**src/rtl/tapir_pkg.sv**
```systemverilog
package tapir_pkg;

    localparam int IR_W = 4;

    localparam logic [IR_W-1:0] OP_EXTEST  = 4'b0000;
    localparam logic [IR_W-1:0] OP_SAMPLE  = 4'b0001;
    localparam logic [IR_W-1:0] OP_PRELOAD = 4'b0010;
    localparam logic [IR_W-1:0] OP_INTEST  = 4'b0011;
    localparam logic [IR_W-1:0] OP_IDCODE  = 4'b0100;
    localparam logic [IR_W-1:0] OP_BYPASS  = 4'b1111;

    // fixed value loaded at IR capture; low two bits read back as 01
    localparam logic [IR_W-1:0] IR_CAPTURE_VAL = 4'b0001;

    typedef enum logic [2:0] {
        K_EXTEST,
        K_SAMPLE,
        K_PRELOAD,
        K_INTEST,
        K_IDCODE,
        K_BYPASS
    } instr_kind_e;

    typedef struct packed {
        logic sel_bsr;   // boundary register in serial path
        logic sel_id;    // identification register in serial path
        logic sel_byp;   // single bypass flop in serial path
        logic pin_ctrl;  // pins driven from boundary update stage
        logic cap_core;  // boundary capture takes core outputs
    } dec_t;

endpackage

```
**src/rtl/tap_ir.sv**
```systemverilog
module tap_ir
    import tapir_pkg::*;
#(
    parameter logic [IR_W-1:0] RESET_CODE = OP_IDCODE
) (
    input  logic            tck,
    input  logic            trst_n,
    input  logic            tdi,
    input  logic            capture,
    input  logic            shift,
    input  logic            update,
    output logic            sr_lsb,
    output logic [IR_W-1:0] active
);

    logic [IR_W-1:0] sr_q, sr_d;
    logic [IR_W-1:0] act_d;

    always_comb begin
        sr_d  = sr_q;
        act_d = active;
        if (capture)
            sr_d = IR_CAPTURE_VAL;
        else if (shift)
            sr_d = {tdi, sr_q[IR_W-1:1]};
        if (update)
            act_d = sr_q;
    end

    always_ff @(posedge tck or negedge trst_n) begin
        if (!trst_n) begin
            sr_q   <= '0;
            active <= RESET_CODE;
        end else begin
            sr_q   <= sr_d;
            active <= act_d;
        end
    end

    assign sr_lsb = sr_q[0];

    assert_ir_capture_R1: assert property (@(posedge tck) disable iff (!trst_n)
        capture |=> (sr_q == IR_CAPTURE_VAL));

    assert_active_hold_R2: assert property (@(posedge tck) disable iff (!trst_n)
        !update |=> $stable(active));

    assert_shift_entry_R2: assert property (@(posedge tck) disable iff (!trst_n)
        (shift && !capture) |=> (sr_q[IR_W-1] == $past(tdi)));

endmodule

```
**src/rtl/tap_decode.sv**
```systemverilog
module tap_decode
    import tapir_pkg::*;
#(
    parameter bit HAS_ID = 1'b1
) (
    input  logic [IR_W-1:0] active,
    output dec_t            dec
);

    instr_kind_e kind;

    always_comb begin
        unique case (active)
            OP_EXTEST:  kind = K_EXTEST;
            OP_SAMPLE:  kind = K_SAMPLE;
            OP_PRELOAD: kind = K_PRELOAD;
            OP_INTEST:  kind = K_INTEST;
            OP_IDCODE:  kind = HAS_ID ? K_IDCODE : K_BYPASS;
            default:    kind = K_BYPASS;
        endcase
    end

    always_comb begin
        dec = '0;
        unique case (kind)
            K_EXTEST: begin
                dec.sel_bsr  = 1'b1;
                dec.pin_ctrl = 1'b1;
            end
            K_SAMPLE, K_PRELOAD: begin
                dec.sel_bsr = 1'b1;
            end
            K_INTEST: begin
                dec.sel_bsr  = 1'b1;
                dec.pin_ctrl = 1'b1;
                dec.cap_core = 1'b1;
            end
            K_IDCODE: begin
                dec.sel_id = 1'b1;
            end
            default: begin
                dec.sel_byp = 1'b1;
            end
        endcase
    end

endmodule

```
**src/rtl/tap_dregs.sv**
```systemverilog
module tap_dregs
    import tapir_pkg::*;
#(
    parameter int          BS_LEN  = 8,
    parameter bit          HAS_ID  = 1'b1,
    parameter logic [31:0] ID_WORD = 32'h0000_0001
) (
    input  logic              tck,
    input  logic              trst_n,
    input  logic              tdi,
    input  logic              dr_capture,
    input  logic              dr_shift,
    input  logic              dr_update,
    input  dec_t              dec,
    input  logic [BS_LEN-1:0] bs_sample_in,
    input  logic [BS_LEN-1:0] func_out,
    output logic              dr_tdo,
    output logic [BS_LEN-1:0] bs_upd
);

    localparam int ID_W = 32;

    // bypass flop
    logic byp_q;

    always_ff @(posedge tck or negedge trst_n) begin
        if (!trst_n)
            byp_q <= 1'b0;
        else if (dec.sel_byp && dr_capture)
            byp_q <= 1'b0;
        else if (dec.sel_byp && dr_shift)
            byp_q <= tdi;
    end

    assert_bypass_zero_R4: assert property (@(posedge tck) disable iff (!trst_n)
        (dec.sel_byp && dr_capture) |=> (dr_tdo == 1'b0));

    // identification register
    logic id_lsb;

    generate
        if (HAS_ID) begin : g_id
            logic [ID_W-1:0] id_q;
            always_ff @(posedge tck or negedge trst_n) begin
                if (!trst_n)
                    id_q <= '0;
                else if (dec.sel_id && dr_capture)
                    id_q <= ID_WORD;
                else if (dec.sel_id && dr_shift)
                    id_q <= {tdi, id_q[ID_W-1:1]};
            end
            assign id_lsb = id_q[0];

            assert_id_capture_R6: assert property (@(posedge tck) disable iff (!trst_n)
                (dec.sel_id && dr_capture) |=> (id_q == ID_WORD));
        end else begin : g_no_id
            assign id_lsb = 1'b0;
        end
    endgenerate

    // boundary register: one shift flop and one update flop per cell
    logic [BS_LEN-1:0] bsr_q;
    logic [BS_LEN-1:0] cap_src;

    assign cap_src = dec.cap_core ? func_out : bs_sample_in;

    generate
        for (genvar c = 0; c < BS_LEN; c++) begin : g_cell
            logic chain_in;
            if (c == BS_LEN - 1) begin : g_head
                assign chain_in = tdi;
            end else begin : g_link
                assign chain_in = bsr_q[c+1];
            end

            always_ff @(posedge tck or negedge trst_n) begin
                if (!trst_n) begin
                    bsr_q[c]  <= 1'b0;
                    bs_upd[c] <= 1'b0;
                end else begin
                    if (dec.sel_bsr && dr_capture)
                        bsr_q[c] <= cap_src[c];
                    else if (dec.sel_bsr && dr_shift)
                        bsr_q[c] <= chain_in;
                    if (dec.sel_bsr && dr_update)
                        bs_upd[c] <= bsr_q[c];
                end
            end
        end
    endgenerate

    assert_upd_hold_R12: assert property (@(posedge tck) disable iff (!trst_n)
        !(dec.sel_bsr && dr_update) |=> $stable(bs_upd));

    always_comb begin
        if (dec.sel_id)
            dr_tdo = id_lsb;
        else if (dec.sel_bsr)
            dr_tdo = bsr_q[0];
        else
            dr_tdo = byp_q;
    end

endmodule

```
**src/rtl/tap_instr_path.sv**
```systemverilog
module tap_instr_path
    import tapir_pkg::*;
#(
    parameter int           BS_LEN = 8,
    parameter bit           HAS_ID = 1'b1,
    parameter logic [3:0]   ID_VER  = 4'h3,
    parameter logic [15:0]  ID_PART = 16'hB00C,
    parameter logic [10:0]  ID_MFR  = 11'h0A5
) (
    input  logic              tck,
    input  logic              trst_n,
    input  logic              tdi,
    input  logic              scan_ir,
    input  logic              ir_capture,
    input  logic              ir_shift,
    input  logic              ir_update,
    input  logic              dr_capture,
    input  logic              dr_shift,
    input  logic              dr_update,
    input  logic [BS_LEN-1:0] bs_sample_in,
    input  logic [BS_LEN-1:0] func_out,
    output logic              tdo,
    output logic              bs_mode,
    output logic [BS_LEN-1:0] pin_drive
);

    localparam logic [31:0]     ID_WORD  = {ID_VER, ID_PART, ID_MFR, 1'b1};
    localparam logic [IR_W-1:0] IR_RESET = HAS_ID ? OP_IDCODE : OP_BYPASS;

    logic              ir_lsb;
    logic [IR_W-1:0]   active;
    dec_t              dec;
    logic              dr_tdo;
    logic [BS_LEN-1:0] bs_upd;

    tap_ir #(.RESET_CODE(IR_RESET)) u_ir (
        .tck     (tck),
        .trst_n  (trst_n),
        .tdi     (tdi),
        .capture (ir_capture),
        .shift   (ir_shift),
        .update  (ir_update),
        .sr_lsb  (ir_lsb),
        .active  (active)
    );

    tap_decode #(.HAS_ID(HAS_ID)) u_dec (
        .active (active),
        .dec    (dec)
    );

    tap_dregs #(
        .BS_LEN  (BS_LEN),
        .HAS_ID  (HAS_ID),
        .ID_WORD (ID_WORD)
    ) u_dr (
        .tck          (tck),
        .trst_n       (trst_n),
        .tdi          (tdi),
        .dr_capture   (dr_capture),
        .dr_shift     (dr_shift),
        .dr_update    (dr_update),
        .dec          (dec),
        .bs_sample_in (bs_sample_in),
        .func_out     (func_out),
        .dr_tdo       (dr_tdo),
        .bs_upd       (bs_upd)
    );

    assign tdo       = scan_ir ? ir_lsb : dr_tdo;
    assign bs_mode   = dec.pin_ctrl;
    assign pin_drive = dec.pin_ctrl ? bs_upd : func_out;

    assert_one_dr_R11: assert property (@(posedge tck) disable iff (!trst_n)
        $countones({dec.sel_bsr, dec.sel_id, dec.sel_byp}) == 1);

    assert_ir_readback_R11: assert property (@(posedge tck) disable iff (!trst_n)
        (scan_ir && ir_capture) |=> (!scan_ir || tdo));

    assert_mode_needs_bsr_R9: assert property (@(posedge tck) disable iff (!trst_n)
        bs_mode |-> dec.sel_bsr);

endmodule

```
**config.mk**
```make
export PLATFORM = sky130hd
export DESIGN_NAME = tap_instr_path
export DESIGN_NICKNAME = d
export VERILOG_FILES = /design/src/rtl/tapir_pkg.sv /design/src/rtl/tap_ir.sv /design/src/rtl/tap_decode.sv /design/src/rtl/tap_dregs.sv /design/src/rtl/tap_instr_path.sv
export SDC_FILE = /design/constraint.sdc
export NUM_CORES = 1
export LEC_CHECK = 0
export BUFFER_PORTS_ARGS = -buffer_cell sky130_fd_sc_hd__buf_2
export CORE_ASPECT_RATIO = 0.7
export CORE_UTILIZATION = 51
export DETAILED_ROUTE_END_ITERATION = 8
export PLACE_DENSITY = 0.84
export SETUP_SLACK_MARGIN = 0.02
export SYNTH_ARGS = -nofsm -noshare
export SYNTH_HDL_FRONTEND = slang
export SYNTH_SLANG_ARGS = --single-unit
```
**constraint.sdc**
```tcl
create_clock -name tck -period 1.4 [get_ports tck]
set_input_delay 0.21 -clock tck [delete_from_list [all_inputs] [get_ports tck]]
set_output_delay 0.21 -clock tck [all_outputs]
set_load 0.02 [all_outputs]
```
; Word-level counts from Yosys, hierarchy flattened
; Index checks and enable logic that the tools add are counted.
[op_classes]
n_eq_ne = 8
mux = 33
n_reduce_logical = 16
[op_table]
columns = op, n
row1 = $mux W32, 2
row2 = $mux W1, 26
row3 = $mux W8, 2
row4 = $pmux W3 S5, 1
row5 = $eq A4 B2 Y1 const B, 2
row6 = $mux W4, 2
row7 = $reduce_bool A2 Y1, 4
row8 = $logic_and A1 B1 Y1, 7
row9 = $eq A3 B2 Y1 const B, 2
row10 = $reduce_or A5 Y1, 1
row11 = $eq A4 B1 Y1 const B, 1
row12 = $eq A4 B3 Y1 const B, 1
row13 = $logic_not A4 Y1, 1
row14 = $reduce_or A4 Y1, 1
row15 = $eq A3 B1 Y1 const B, 1
row16 = $eq A3 B3 Y1 const B, 1
row17 = $logic_not A3 Y1, 1
row18 = $reduce_or A2 Y1, 1
[word_totals]
reg_bits = 57
inputBits = 26
output_inout_bits = 10

; Logic depth before layout (Yosys ltp)
; Gate-level depths: netlist of the first run.
[logic_depth]
word_depth = 8
mapped_depth = 6
mapped_depth_nobuf = 3

; By module
; A second synthesis of the first run with hierarchy kept.
[unflattened]
hier_cells = 258
hier_area_um2 = 2670.1
[modules_own_cells]
columns = module, n_inst, cells_each, area_each_um2
row1 = tap_dregs, 1, 220, 2162.1
row2 = tap_ir, 1, 21, 316.6
row3 = tap_instr_path, 1, 10, 142.6
row4 = tap_decode, 1, 7, 48.8

; Worst setup path after synthesis of the first run
; Ideal clock, no wire load.
[synth_timing]
path_type = register -> output
from = register u_ir.active[3]
to = output port tdo
t_arrival_ns = 1.441
required_time_ns = 1.190
slack_ns = -0.251
stages_incl_launch_ff = 6
path_buffers = 2
cell_sequence = dfrtp_1 -> buf_2 -> nor2_1 -> clkbuf_1 -> a221oi_1 -> a21oi_1
[synth_between]
elab_chain_len = 8
[synth_lines]
columns = item, line
row1 = start: declaration, tap_ir.sv:13  ; output logic [IR_W-1:0] active
row2 = start signal: assignment, tap_ir.sv:36  ; active <= act_d;
row3 = "$eq A4 B3 Y1, or another cell as far along", tap_decode.sv:13  ; unique case (active)
row4 = $pmux W3 S5 (*), tap_decode.sv:13
row5 = "$eq A3 B1 Y1, or another cell as far along", tap_decode.sv:25  ; unique case (kind)
row6 = $reduce_or A4 Y1 (no line), n/a
row7 = $mux W1, tap_decode.sv:25
row8 = $mux W1, tap_dregs.sv:98  ; else if (dec.sel_bsr)
row9 = $mux W1 (*), tap_dregs.sv:96  ; if (dec.sel_id)
row10 = $mux W1 (*), tap_instr_path.sv:70  ; assign tdo = scan_ir ? ir_lsb : dr_tdo;
row11 = end: declaration, tap_instr_path.sv:22  ; output logic tdo,
; Mark *: on every way between the ends. The rest lies on a longest branch, timed or not.

; Worst setup path after layout of the first run
[layout_timing]
from = register u_ir.active[2]
to = output port tdo
; The elaborated chain is that of the path after synthesis.

==> reports/summary.txt, run 1 <==
Antenna Diode Count - 0
area taken by multi-input logic gates - 1290 um2
H-tree levels - 3
Slew Viols, Final - 0
initial drt markers - 196
Worst Setup SP - u_ir.active[2]
die height - 61.9 um
fillcell total - 265
fraction of registers with async set or reset after synthesis - 100%
DP Area - 3000 um2
I/O pins - 36
outcome - finished, violations left
CP Cell Sequence - buf_6 > nor4b_4 > a221oi_2 > a21oi_2 > buf_6
Worst Setup Path Type - flop to primary output
Setup TNS - -17.68 ns
final setup violation count - 59
HPWL Detailed - 3750 um
Post-synth EDFFs - 0
post-route clock period utilization - 137%
Post-Syn Area - 2610 um2
Hold WC Path Type - input port to flop
gr usage total - 34.1%
worst setup margin - -0.519 ns
Clock Skews - 0.0101 ns
die width - 87.5 um
power density cells - 1530 nW/um2
crit path DAT - 1.71 ns
CTS max path bufs - 2
Worst path max stage delay - 0.55 ns
R2R Path Start - u_ir.active[2]
Lkg Pwr - 1.70 nW
drt total wl - 8310 um
Hold Path Stages - 2
Worst setup SP type - flop
Area Growth Syn to Fin - 47.7%
design area - 3860 um2
port bufs - 35
share of layout cells above drive strength 1 - 50.5%
clk_lat worst skew - 0.35 ns
Reg clk slew, reported paths - 0.06 ns
antenna violations before repair - 0
sequential area share after synthesis - 54.7%
Synth Instances - 250
worst setup path endpoint - tdo
final core utilization - 79.4%
Vias - 2,386
routability cong. - 0.795
Worst VDD drop - 1060 uV
CP required - 1.19 ns
Nets - 340
CTS tree - built
Num CTS Buffers - 9
Antenna Nets Post-Route - 0
Max Clk Rate - 521 MHz
Max transition margin - 65.3%
CTS sink count - 57
slew at the pin closest to its max-slew limit - 0.519 ns
Root Driver - clkbuf_8
# Max-Cap Violations - 0
R2R cell count - 7
area of the die - 5410 um2
FP Rows - 21
register area - 1430 um2
Routed WL per cell - 21.4 um
kind of end point of the critical path - primary output
TritonRoute pass-1 iters - 4
syn_area_per_cell - 10.4 um2
post-route insts no fill - 388
Net Count, Synth - 276
reg2reg end - u_dr.g_id.id_q[1]
unrepaired setup endpoints after global routing - true
largest net degree at the start of global routing - 58
Top FF cell, synth - dfrtp_1
drc violations - 0
minimum clock period - 1.92 ns
Core Area - 4860 um2
slowest CP cell - dfstp_2
Yosys cell types - 32
synth warn - 0
violated checks - setup timing
first-pass GRT wire length - 12,900 um
Hold Vio Cnt, Final - 0
Max FO, Critical Path - 3
vias in the first global route - 2,533
DR vias/cell - 6.15
gr ovfl total - 0
FF+latch count, synth - 57
Initial Util - 53.7%
Worst R2R Setup Slack - -0.43 ns
Post-Place Cells - 354
cell mode on critical path - buf_6
cell usage after synthesis (2+ instances only):
cell type   n  area share [%]
nor2_1     10             1.4
nand2_1    10             1.4
o221ai_1    8             2.7
o21ai_1    18             3.5
buf_4       2            0.57
dfrtp_1    56              54
buf_6       2            0.86
clkbuf_1   11             1.6
buf_2       5            0.96
mux2i_1     3             1.2
a21oi_1    26             5.0
and2_1      2            0.48
inv_1      22             3.2
mux2_2     20             8.6
a31oi_1    15             3.6
nand4_1    20             4.8
nor2b_1     2            0.48
o21ai_0     4            0.77
worst max-delay path, delay by kind of cell, from the launching register on:
| kind | cells | cell delay, ns |
|---|---|---|
| buffers and inverters | 2 | 0.25 |
| and+or+nand+nor | 1 | 0.26 |
| DFF | 1 | 0.55 |
| AOI/OAI and AO/OA | 2 | 0.30 |
worst min-delay path by stage:
stage / from / endpoint / slack, ns
3_3_place_gp: trst_n / u_ir.sr_q[1] / 0.23
4_1_cts: ir_capture / u_ir.sr_q[1] / 0.07
5_1_grt: ir_capture / u_ir.sr_q[1] / 0.06
3_5_place_dp: trst_n / u_ir.sr_q[2] / 0.23
2_1_floorplan: trst_n / u_dr.bs_upd[0] / -0.09
6_report: ir_capture / u_ir.sr_q[1] / 0.09
repair_timing:
action | in CTS | in global routing
gates cloned | 6 | 1
setup buffers | 11 | 4
hold endpoints to repair | 56 | 0
endpoints found under the setup margin | 59 | 59
pin swaps | 28 | 5
resized for setup | 91 | 15
hold buffers | 1 | 0
power by group:
part | total [mW] | leakage [nW] | switching, mW | internal (mW)
Clock | 1.58 | 0.103 | 0.667 | 0.914
Combinational | 1.74 | 0.939 | 0.876 | 0.863
Sequential | 2.58 | 0.661 | 0.374 | 2.21
kinds of logic (layout without fill, tap and decap cells):
group	Yosys count	in the layout	share of synthesized area, %
XOR/XNOR	1	1	0.335
buffers and inverters	43	112	7.28
multiplexers	23	23	9.77
flip-flops	57	57	54.7
AND/OR/NAND/NOR	51	51	11.2
AO/OA/AOI/OAI	75	75	16.8
layer usage:
layer  track usage [%]  vias to the layer above  part of all wire [%]  wire (um)
li1                  -                     1038                     -          -
met1              41.2                     1179                    40       3330
met2              57.0                      140                    49       4030
met3              12.0                       29                   7.5        621
met4              14.8                        0                   3.9        322
met5                 0                        -                     0          0
final cells by class:
type                       count  area share, %
timing repair buffer          73           19.6
multi-input combinational    150           33.6
clock inverter                 3           1.04
clock buffer                  13           4.12
tap                           69           2.24
sequential                    57           37.1
inverter                      23           2.30
metrics by stage:
step           hold WS (ns)  worst slack, ns  power [mW]
6_report             0.0877           -0.519        5.90
5_1_grt              0.0633           -0.574        6.18
4_1_cts              0.0689           -0.470        5.70
3_5_place_dp          0.230           -0.130        3.71
3_3_place_gp          0.228           -0.125        3.62
2_1_floorplan       -0.0856          -0.0684        3.27
flip-flops by register name (all words and copies together) (netlist names):
name                  count
u_dr.bsr_q                1
u_ir.active               4
u_dr.bs_upd               8
u_dr.g_id.id_q           32
u_dr.g_cell.chain_in      7
u_ir.sr_q                 4
u_dr.byp_q                1
layout by cell type (no fill, tap or decap), types with 4 or more instances in the layout:
master,Yosys,routed
a21oi_1,26,20
nand2_1,10,9
buf_6,2,17
clkbuf_8,0,11
a31oi_1,15,11
o21ai_2,0,21
buf_2,5,25
buf_12,0,7
mux2_4,0,8
a31oi_4,0,4
o221ai_2,0,7
inv_1,22,21
buf_4,2,15
dfrtp_1,56,53
nor2_1,10,9
a21oi_2,0,6
mux2_2,20,12
nand4_1,20,20
Note: power is estimated with default switching activity, not from simulation.
==> run 2, diff against run 1 <==
CORE_ASPECT_RATIO = 1.4   (was 0.7)
==> run 2 against run 1 <==
Against the previous run: the flow still finishes with violations (setup timing); critical path depth rose by 2; hold slack worse by 0.028 ns; non-clock buffer count increased by 3.
==> reports/summary.txt, run 2 (synthesis gave the netlist of run 1 again) <==
area taken by multi-input logic gates - 1370 um2 (+5.4%)
largest net degree at the start of global routing - 24 (-59%)
TritonRoute pass-1 iters - 7 (+3)
commonest non-fill, non-tap cell in the layout - dfrtp_1
routability cong. - 0.809 (+1.7%)
port bufs - 35 (unchanged)
clock group share of total power - 28.8% (+2.0 points)
Vias - 2,480 (+3.9%)
CTS sink count - 57 (unchanged)
Reg power frac - 41.5% (-2.2 points)
Hold EP - u_ir.sr_q[3]
# Max-Cap Violations - 0 (unchanged)
crit path DAT - 1.72 ns (about the same)
Worst R2R Setup Slack - -0.38 ns (+0.05 ns)
HPWL Detailed - 3880 um (+3.3%)
final core utilization - 79.8% (+0.49 points)
R2R Path Start - u_ir.active[0]
post-route clock period utilization - 138% (+0.76 points)
Lkg Pwr - 1.74 nW (+2.1%)
Routed WL per cell - 23.3 um (+8.9%)
Max FO, Critical Path - 3 (unchanged)
drt total wl - 9000 um (+8.3%)
gr usage total - 31.7% (-2.4 points)
cell-internal power - 4.23 mW (+6.1%)
antenna violations before repair - 0 (unchanged)
commonest cells after routing, fill and taps aside - dfrtp_1 (55), buf_2 (25), buf_6 (23)
clk_lat worst skew - 0.36 ns (about the same)
reg2reg end - u_dr.g_id.id_q[6]
worst setup margin - -0.530 ns (-0.0106 ns)
vias in the first global route - 2,494 (-1.5%)
drc violations - 0 (unchanged)
first-pass GRT wire length - 12,600 um (-2.3%)
H-tree levels - 3 (unchanged)
DR vias/cell - 6.42 (+4.5%)
Reg with most FFs - u_dr.g_id.id_q
Max Clk Rate - 518 MHz (-0.55%)
Hold Path Stages - 2 (unchanged)
CP required - 1.19 ns (about the same)
minimum clock period - 1.93 ns (+0.0106 ns)
Core Area - 4880 um2 (+0.39%)
Reg clk slew, reported paths - 0.07 ns (about the same)
Comb power frac - 29.7% (+0.2 points)
Clock Skews - 0.0137 ns (+0.00362 ns)
outcome - finished, violations left
slowest CP cell - dfrtp_1
I/O pins - 36 (unchanged)
gr ovfl total - 0 (unchanged)
Slew Viols, Final - 0 (unchanged)
Hold WC Path Type - input port to flop
Worst setup SP type - flop
Nets - 343 (+0.88%)
Worst path max stage delay - 0.41 ns (-0.14 ns)
Initial Util - 53.5% (-0.21 points)
max FFs per register - 32 (unchanged)
CP top delay family - buffers and inverters
initial drt markers - 308 (+57%)
CP Cell Sequence - buf_6 > buf_4 > buf_6 > o21a_4 > o21ai_2 > a21oi_2 > buf_4
CTS max path bufs - 2 (unchanged)
die width - 62.5 um (-29%)
violated checks - setup timing
Net Sw Frac - 32.5% (+0.040 points)
Root Driver - clkbuf_8
final setup violation count - 51 (-14%)
Worst Setup Path Type - flop to primary output
Max transition margin - 65.4% (+0.070 points)
Buf/Inv on CP - 4 (+2)
unrepaired setup endpoints after global routing - true
Hold Vio Cnt, Final - 0 (unchanged)
HP Start - ir_capture
register area - 1430 um2 (-0.17%)
DP Area - 3010 um2 (+0.29%)
area of the die - 5410 um2 (about the same)
Worst VDD drop - 1440 uV (+36%)
design area - 3900 um2 (+1.0%)
FP Rows - 30 (+43%)
Antenna Diode Count - 0 (unchanged)
Num CTS Buffers - 9 (unchanged)
die height - 86.7 um (+40%)
Antenna Nets Post-Route - 0 (unchanged)
slew at the pin closest to its max-slew limit - 0.520 ns (+0.000206 ns)
kind of end point of the critical path - primary output
fillcell total - 254 (-4.2%)
R2R cell count - 7 (unchanged)
CTS tree - built
power density cells - 1610 nW/um2 (+5.1%)
Area Growth Syn to Fin - 49.2%
net load switching power - 2.04 mW (+6.3%)
share of layout cells above drive strength 1 - 53.1% (+2.6 points)
==> run 2: cell count changes in the layout (fill, tap and decap cells not counted), sizes merged <==
cell | previous run | this run
clkinvlp | 0 | 1
bufinv | 1 | 2
clkbuf | 15 | 11
buf | 70 | 75
==> run 2: power by group through the flow <==
| stage | logic (mW) | registers, mW | clock network (mW) |
|---|---|---|---|
| 5_1_grt | 1.99 | 2.64 | 1.88 |
| 3_5_place_dp | 1.16 | 2.53 | 0 |
| 4_1_cts | 1.47 | 2.51 | 1.78 |
| 3_3_place_gp | 1.11 | 2.50 | 0 |
| 2_1_floorplan | 0.837 | 2.44 | 0 |
| 6_report | 1.86 | 2.60 | 1.80 |
==> run 2: layout make-up <==
cell class | count | share of cell area (%)
multi-input cells | 150 | 35.0
inverters | 23 | 2.28
well taps | 64 | 2.06
clock buffers | 11 | 3.89
repair buffers | 76 | 18.1
clock inverters | 5 | 1.99
flip-flops and latches | 57 | 36.7
==> run 2: worst max path at each step <==
stage,startpoint,to,slack (ns),cells past startpoint
6_report,u_ir.active[0],tdo,-0.53,7
5_1_grt,u_ir.active[0],tdo,-0.58,6
4_1_cts,u_ir.active[2],pin_drive[6],-0.52,6
3_5_place_dp,u_ir.active[2],pin_drive[6],-0.14,5
3_3_place_gp,u_ir.active[2],pin_drive[4],-0.1,5
2_1_floorplan,u_ir.active[2],tdo,-0.07,3
==> run 2: per-stage QoR <==
| step | setup TNS, ns | hold WS, ns | worst slack, ns | power, mW | instances |
|---|---|---|---|---|---|
| 2_1_floorplan | -2.28 | -0.0856 | -0.0684 | 3.27 | 250 |
| 3_3_place_gp | -2.73 | 0.190 | -0.0999 | 3.61 | 351 |
| 3_5_place_dp | -4.41 | 0.197 | -0.144 | 3.70 | 351 |
| 4_1_cts | -17.08 | 0.0525 | -0.516 | 5.77 | 390 |
| 5_1_grt | -19.03 | 0.0655 | -0.584 | 6.51 | 386 |
| 6_report | -16.45 | 0.0598 | -0.530 | 6.27 | 386 |
==> run 2: what timing repair did <==
action                     4_1_cts  5_1_grt
hold endpoints to repair        15        0
cloned                           7        0
resized for setup               68       63
pin swaps                       30       19
setup buffers                   15        7
setup endpoints to repair       59       59
hold buffers                     1        0
==> run 2: metal layers <==
| layer | vias up | share of wire [%] | global-route usage, % |
|---|---|---|---|
| met5 | - | 0 | 0 |
| met4 | 0 | 4.6 | 17.8 |
| met3 | 50 | 6.8 | 6.84 |
| met2 | 148 | 53 | 55.9 |
| met1 | 1249 | 35 | 35.5 |
| li1 | 1033 | - | - |
==> run 3, diff against run 2 <==
CELL_PAD_IN_SITES_DETAIL_PLACEMENT = 1   (was unset)
CELL_PAD_IN_SITES_GLOBAL_PLACEMENT = 2   (was unset)
CORE_UTILIZATION = 33   (was 51)
==> run 3 against run 2 <==
Against the previous run: first-iteration DRC count down 55%; utilization fell by 29 points; register-to-register slack got worse by 0.04 ns; the flow still finishes with violations (setup timing); via count fell by 6.3%; largest cell class unchanged; largest power group unchanged; combinational power shrank 16%; die area increased by 53%; critical path type unchanged; design area about the same; non-clock buffer count increased by 11; sequential cell count unchanged; clock power decreased by 14%.
==> reports/summary.txt, run 3 (synthesis gave the netlist of run 1 again) <==
outcome - finished, violations left
violated checks - setup timing
routability cong. - 0.712 (-12%)
Slew Viols, Final - 0 (unchanged)
Min Hold Slack - 0.0643 ns (+0.00442 ns)
clock group share of total power - 27.2% (-1.6 points)
gr usage total - 22.2% (-9.5 points)
slowest CP cell - dfstp_2
I/O pins - 36 (unchanged)
slew at the pin closest to its max-slew limit - 0.317 ns (-0.203 ns)
Reg clk slew, reported paths - 0.07 ns (about the same)
CP Cell Sequence - nor2_4 > nand2_4 > buf_12 > mux2_2 > buf_6
power density cells - 1470 nW/um2 (-8.8%)
CTS max path bufs - 2 (unchanged)
first-pass GRT wire length - 13,600 um (+8.2%)
largest net degree at the start of global routing - 58 (+140%)
R2R cell count - 8 (+1)
Nets - 354 (+3.2%)
# Max-Cap Violations - 0 (unchanged)
unrepaired setup endpoints after global routing - true
Num CTS Buffers - 9 (unchanged)
net load switching power - 1.86 mW (-8.8%)
Net Sw Frac - 32.6% (+0.057 points)
TritonRoute pass-1 iters - 4 (-3)
Core Area - 7700 um2 (+58%)
CTS sink count - 57 (unchanged)
Worst Setup Path Type - flop to primary output
gr ovfl total - 0 (unchanged)
Max Clk Rate - 521 MHz (+0.50%)
Area Growth Syn to Fin - 49.1% (about the same)
reg2reg end - u_dr.g_id.id_q[15]
CTS tree - built
die width - 77.2 um (+24%)
die height - 107 um (+24%)
HPWL Detailed - 4370 um (+13%)
antenna violations before repair - 0 (unchanged)
post-route clock period utilization - 137% (-0.68 points)
kind of end point of the critical path - primary output
Lkg Pwr - 1.74 nW (about the same)
drt total wl - 8890 um (-1.3%)
initial drt markers - 138 (-55%)
HP Start - ir_capture
commonest non-fill, non-tap cell in the layout - dfrtp_1
Root Driver - clkbuf_8
area of the die - 8280 um2 (+53%)
Hold EP - u_ir.sr_q[1]
final core utilization - 50.5% (-29 points)
Comb power frac - 27.6% (-2.1 points)
Initial Util - 33.9% (-20 points)
Worst R2R Setup Slack - -0.42 ns (-0.04 ns)
FP Rows - 38 (+27%)
Clock Skews - 0.00240 ns (-0.0113 ns)
Reg power frac - 45.3% (+3.8 points)
port bufs - 35 (unchanged)
Post-Place Cells - 393 (+12%)
share of layout cells above drive strength 1 - 48.9% (-4.2 points)
DR vias/cell - 5.37 (-16%)
Antenna Nets Post-Route - 0 (unchanged)
Hold WC Path Type - input port to flop
worst setup margin - -0.520 ns (+0.00951 ns)
CP required - 1.19 ns (about the same)
Vias - 2,325 (-6.3%)
Worst path max stage delay - 0.59 ns (+0.18 ns)
drc violations - 0 (unchanged)
R2R Path Start - u_ir.active[3]
crit path DAT - 1.71 ns (about the same)
Final Power - 5.71 mW (-8.9%)
Antenna Diode Count - 0 (unchanged)
Routed WL per cell - 20.5 um (-12%)
clk_lat worst skew - 0.35 ns (about the same)
Max transition margin - 78.8% (+13 points)
minimum clock period - 1.92 ns (-0.00951 ns)
Hold Vio Cnt, Final - 0 (unchanged)
post-route insts no fill - 433 (+12%)
Hold Path Stages - 2 (unchanged)
cell-internal power - 3.85 mW (-9.0%)
max FFs per register - 32 (unchanged)
commonest cells after routing, fill and taps aside - dfrtp_1 (53), buf_6 (26), buf_2 (25)
Reg with most FFs - u_dr.g_id.id_q
H-tree levels - 3 (unchanged)
Max FO, Critical Path - 5 (+2)
Worst setup SP type - flop
vias in the first global route - 2,558 (+2.6%)
final setup violation count - 59 (+16%)
Worst VDD drop - 534 uV (-63%)
-- run 3: cell types whose count changed in the layout (fill, tap and decap cells not counted), sizes merged --
cell and delta:
buf +9, clkbuf +1, bufinv -1, clkinv +2
-- run 3: critical path: cells and delay by family, from the launching register on --
kind | cells | cell delay (ns)
flip-flops | 1 | 0.59
buffers and inverters | 2 | 0.27
AND/OR/NAND/NOR | 2 | 0.16
multiplexers | 1 | 0.34
-- run 3: layer usage --
| layer | track usage (%) | vias up | wire length (um) |
|---|---|---|---|
| li1 | - | 1060 | - |
| met1 | 23.8 | 1188 | 3390 |
| met2 | 41.3 | 60 | 5030 |
| met3 | 3.56 | 17 | 249 |
| met4 | 11.7 | 0 | 222 |
| met5 | 0 | - | 0 |
-- run 3: what timing repair did --
action                     in CTS  in global routing
pin swaps                      35                 15
gates cloned                    6                  2
hold buffers                    1                  0
resized for setup              60                 31
hold endpoints to repair       56                  0
setup buffers                  14                  4
setup endpoints to repair      59                 59
-- run 3: area by class of cell --
cell class / instances / area, um2
sequential: 57 / 1430
timing repair buffer: 87 / 856
clock buffer: 10 / 138
tap: 100 / 125
multi-input combinational: 150 / 1200
inverter: 23 / 88.8
clock inverter: 6 / 57.6
fill: 828 / 3810
-- run 3: worst max-delay path by stage --
stage,startpoint,endpoint,slack (ns),cells past startpoint
finish,u_ir.active[2],pin_drive[3],-0.52,5
CTS,u_ir.active[2],pin_drive[5],-0.48,5
floorplan,u_ir.active[2],tdo,-0.07,3
detailed placement,u_ir.active[3],pin_drive[7],-0.17,5
global route,u_ir.active[3],tdo,-0.57,5
global placement,u_ir.active[0],pin_drive[4],-0.12,5
-- run 3: power by group through the flow --
stage	Sequential, mW	Combinational [mW]	Clock [mW]
4_1_cts	2.52	1.37	1.56
6_report	2.58	1.57	1.55
3_5_place_dp	2.54	1.20	0
2_1_floorplan	2.44	0.837	0
3_3_place_gp	2.51	1.14	0
5_1_grt	2.63	1.73	1.66
-- run 3: metrics by stage --
stage                     area, um2  worst slack [ns]  TNS (ns)
after CTS                      3720            -0.477    -12.84
after global routing           3890            -0.569    -21.62
after global placement         3090            -0.122     -4.54
after floorplan                2640           -0.0684     -2.28
after detailed placement       3090            -0.166     -6.24
final                          3890            -0.520    -17.86
